<file path="src/rtl/booth_seq_mult.sv">
module booth_seq_mult #(
  parameter int W = 8
) (
  input  logic                  clk,
  input  logic                  rst_n,
  input  logic                  start,
  input  logic signed [W-1:0]   mcand,
  input  logic signed [W-1:0]   mplier,
  output logic                  busy,
  output logic                  done,
  output logic signed [2*W-1:0] product
);
  localparam int EW    = W + (W % 2);
  localparam int STEPS = EW / 2;
  localparam int HW    = EW + 2;
  localparam int CW    = $clog2(STEPS + 1);

  logic signed [HW-1:0] hi, m_q, addend;
  logic [EW-1:0]        lo;
  logic                 xprev;
  logic [CW-1:0]        cnt;

  wire [2:0] trip = {lo[1:0], xprev};

  always_comb begin
    case (trip)
      3'b001, 3'b010: addend = m_q;
      3'b011:         addend = m_q <<< 1;
      3'b100:         addend = -(m_q <<< 1);
      3'b101, 3'b110: addend = -m_q;
      default:        addend = '0;
    endcase
  end

  wire signed [HW-1:0]    sum     = hi + addend;
  wire signed [HW+EW-1:0] shifted = $signed({sum, lo}) >>> 2;

  always_ff @(posedge clk or negedge rst_n) begin
    if (!rst_n) begin
      hi      <= '0;
      lo      <= '0;
      m_q     <= '0;
      xprev   <= 1'b0;
      cnt     <= '0;
      busy    <= 1'b0;
      done    <= 1'b0;
      product <= '0;
    end else begin
      done <= 1'b0;
      if (!busy) begin
        if (start) begin
          hi    <= '0;
          lo    <= EW'(mplier);
          m_q   <= HW'(mcand);
          xprev <= 1'b0;
          cnt   <= CW'(STEPS);
          busy  <= 1'b1;
        end
      end else begin
        hi    <= shifted[HW+EW-1:EW];
        lo    <= shifted[EW-1:0];
        xprev <= lo[1];
        cnt   <= cnt - 1'b1;
        if (cnt == CW'(1)) begin
          busy    <= 1'b0;
          done    <= 1'b1;
          product <= shifted[2*W-1:0];
        end
      end
    end
  end

  assert_busy_done_excl_R5: assert property (@(posedge clk) disable iff (!rst_n)
    !(busy && done));

  assert_busy_ends_done_R5: assert property (@(posedge clk) disable iff (!rst_n)
    $fell(busy) |-> done);

  assert_done_pulse_R6: assert property (@(posedge clk) disable iff (!rst_n)
    done |=> !done);

  assert_product_hold_R7: assert property (@(posedge clk) disable iff (!rst_n)
    !$stable(product) |-> done);

  assert_start_accept_R4: assert property (@(posedge clk) disable iff (!rst_n)
    $rose(busy) |-> $past(start) && !$past(busy));

  assert_step_bound_R3: assert property (@(posedge clk) disable iff (!rst_n)
    cnt <= CW'(STEPS));
endmodule

</file>
<file path="config.mk">
export PLATFORM = sky130hd
export DESIGN_NAME = booth_seq_mult
export DESIGN_NICKNAME = d
export VERILOG_FILES = /design/src/rtl/booth_seq_mult.sv
export SDC_FILE = /design/constraint.sdc
export NUM_CORES = 1
export LEC_CHECK = 0
export ABC_AREA = 0
export CAP_MARGIN = 0
export CORE_MARGIN = 2
export CORE_UTILIZATION = 59
export CTS_CLUSTER_DIAMETER = 100
export DETAILED_ROUTE_END_ITERATION = 16
export PLACE_DENSITY = 0.85
export SLEW_MARGIN = 30
export SYNTH_ARGS = -nofsm -noshare
export SYNTH_HDL_FRONTEND = slang
export SYNTH_SLANG_ARGS = --single-unit
export TNS_END_PERCENT = 100
</file>
<file path="constraint.sdc">
create_clock -name clk -period 7.1 [get_ports clk]
set_input_delay 0.71 -clock clk [delete_from_list [all_inputs] [get_ports clk]]
set_output_delay 0.71 -clock clk [all_outputs]
set_load 0.05 [all_outputs]
</file>
==> qor.txt <==
Status: completed
Max Root-Sink Buffers: 2
DP Area: 0.00303 mm²
Area growth from synthesis to layout: 18.6%
Setup repair bufs after CTS: 0
CP max FO: 4
Post-Layout Cell Count: 369
CP Cell Sequence: inv_1 -> ha_1 -> nand2_1 -> nand2_1 -> xnor2_1 -> a22oi_1 -> nor2_1 -> a221o_1 -> ha_1 -> a21oi_1 -> o21ai_1 -> a211o_1 -> a41oi_2 -> xnor2_2 -> xnor2_1 -> o21ai_1
Syn avg cell area: 9.35 µm²
RSZ-0062 raised after global routing: no
Layout cells sized above 1: 0.0726
Initial Util: 0.614
FF+latch count, synth: 46
Top cell type's share of synthesized area: 0.430
Latest clock arrival within the worst-skew pair: 0.30 ns
Endpoints failing hold: 0
Async SR Flop Fraction: 1.00
Final Setup Violations: 0
CTS tree: built
Root Buffer Master: clkbuf_8
Max Slew Vio Count: 0
Die W: 71.3 µm
Largest net degree at the start of global routing: 47
Cell row count: 24
IO Port Bufs: 36
Vias: 2161
Crit path launch type: flip-flop
1st-iter DRT viols: 201
Fin crit period: 3.35 ns
Unique masters post-synth: 47
# DRC: 0
DRT Pass-1 Iters: 4
Hold/Removal Path Class: input pin to async pin
Fmax achieved: 298 MHz
WL final: 5870 µm
Core Box Area: 0.00435 mm²
Vias in the first global route: 2152
Main flop type after synthesis: dfrtp_1
Data arrival, critical path: 3.52 ns
Final Wtd Congestion: 0.932
Layout Skew: 0.00530 ns
Die area: 0.00509 mm²
Reg clk slew, reported paths: 0.09 ns
Top cells by area, synth: dfrtp_1, nand2_1, ha_1
Synthesized Nets: 318
# resized after CTS: 0
DPL Wire Length: 3940 µm
Critical Path Sink Type: flip-flop
H-tree Lvls: 2
Crit-path slowest cell: dfrtp_1
Initial antenna violation count: 0
Post-Route Setup TNS: 0 ns
Total track usage: 0.255
Crit path required time: 7.27 ns
Remaining global-route overflow: 0
Fin nets: 348
R2r startpoint: m_q[0]
Avg Vias per Cell: 5.86
Max-Cap Viols: 0
Chip height: 71.3 µm
Most frequent cell after synthesis: nand2_1
Final ANT Viol Nets: 0
I/O pins: 37
TritonCTS Buffers: 5
R2r worst-path depth: 16
First-pass GRT wire length: 10300 µm
# hold bufs at CTS: 0
RR Endpoint: product[15]
Synth Warn #: 0
Post-Synthesis Cell Area: 0.00268 mm²
R2r setup slk: 3.75 ns
Post-synth EDFFs: 0
Synth Instances: 286
Sequential area share after synthesis: 0.430
Synth top cells by count: nand2_1, dfrtp_1, o21ai_0
Slew @ Worst Pin: 0.909 ns
Rel. slew slack: 0.394
Cell area after layout: 0.00317 mm²
Dpl cells: 361
Post-DR wirelength/cell: 15.9 µm
Antenna cells: 0
Fillers: 342
Max incr delay on CP: 0.43 ns
Area leader, netlist: dfrtp_1
Final cycle utilization of the critical path: 0.472
Sink Count: 46
Crit Path Category: flip-flop to flip-flop
-- cell families after synthesis --
group           Yosys count  synth area share
simple gates            100             0.170
compound gates           71             0.173
flops                    46             0.430
buf+inv                  22            0.0379
xor+xnor                 18            0.0617
mux                      16            0.0636
fa+ha+maj                13            0.0636
-- area by class of cell --
type                    instances  area [µm²]  share of cell area
multi-input cells             218        1420               0.448
flip-flops and latches         46        1150               0.363
repair buffers                 36         358               0.113
clock buffers                   6        82.6              0.0260
well taps                      52        65.1              0.0205
clock inverters                 2        60.1              0.0189
inverters                       9        33.8              0.0106
-- registers in the layout (all words and copies together), names as in the netlist --
name     count
cnt          3
xprev        1
hi           8
lo           8
product     16
done         1
busy         1
m_q          8
-- worst max-delay path: cells and delay by family, from the launching register on --
family	cells	cell delay, ns
DFF	1	0.43
AOI/OAI and AO/OA	7	1.37
and+or+nand+nor	3	0.27
xor gates and xnor gates	3	0.48
buffers and inverters	1	0.10
adders and majority gates	2	0.57
-- routing by layer --
metal / up-vias / GRT usage / share of wire
li1: 1051 / - / -
met1: 1016 / 0.353 / 0.45
met2: 84 / 0.406 / 0.48
met3: 10 / 0.0436 / 0.056
met4: 0 / 0.0943 / 0.017
met5: - / 0 / 0
-- cell usage in the layout, fill, tap and decap left out, types with 3 or more instances in the layout --
cell type / Yosys / final
a22oi_1: 5 / 5
a22o_1: 7 / 7
nand2_1: 67 / 67
o22ai_1: 4 / 4
mux2i_1: 8 / 8
ha_1: 12 / 12
nand2b_1: 3 / 3
o21ai_0: 22 / 22
dfrtp_1: 46 / 46
nor2b_1: 4 / 4
xor2_1: 6 / 6
nor2_1: 13 / 13
mux2_2: 8 / 8
o21ai_1: 4 / 4
xnor2_1: 11 / 11
a21o_1: 3 / 3
clkdlybuf4s50_1: 0 / 35
inv_1: 8 / 8
clkbuf_8: 0 / 6
a21oi_1: 11 / 11
-- worst max path at each step --
stage | from | to | cells past startpoint
floorplan | m_q[0] | product[15] | 16
global placement | m_q[0] | product[15] | 16
detailed placement | m_q[0] | product[15] | 16
CTS | m_q[0] | product[15] | 16
global route | m_q[0] | hi[8] | 16
finish | m_q[0] | product[15] | 16
-- through the flow --
stage	hold WS, ns	setup WS (ns)	utilization
floorplan	0.414	4.11	-
global placement	0.457	3.87	0.695
detailed placement	0.461	3.81	0.696
CTS	0.418	3.75	0.729
global route	0.455	3.46	0.729
finish	0.404	3.75	0.729
Power is not shown: default switching activity piles up to over one toggle a cycle in this logic, so the estimate is an artifact.
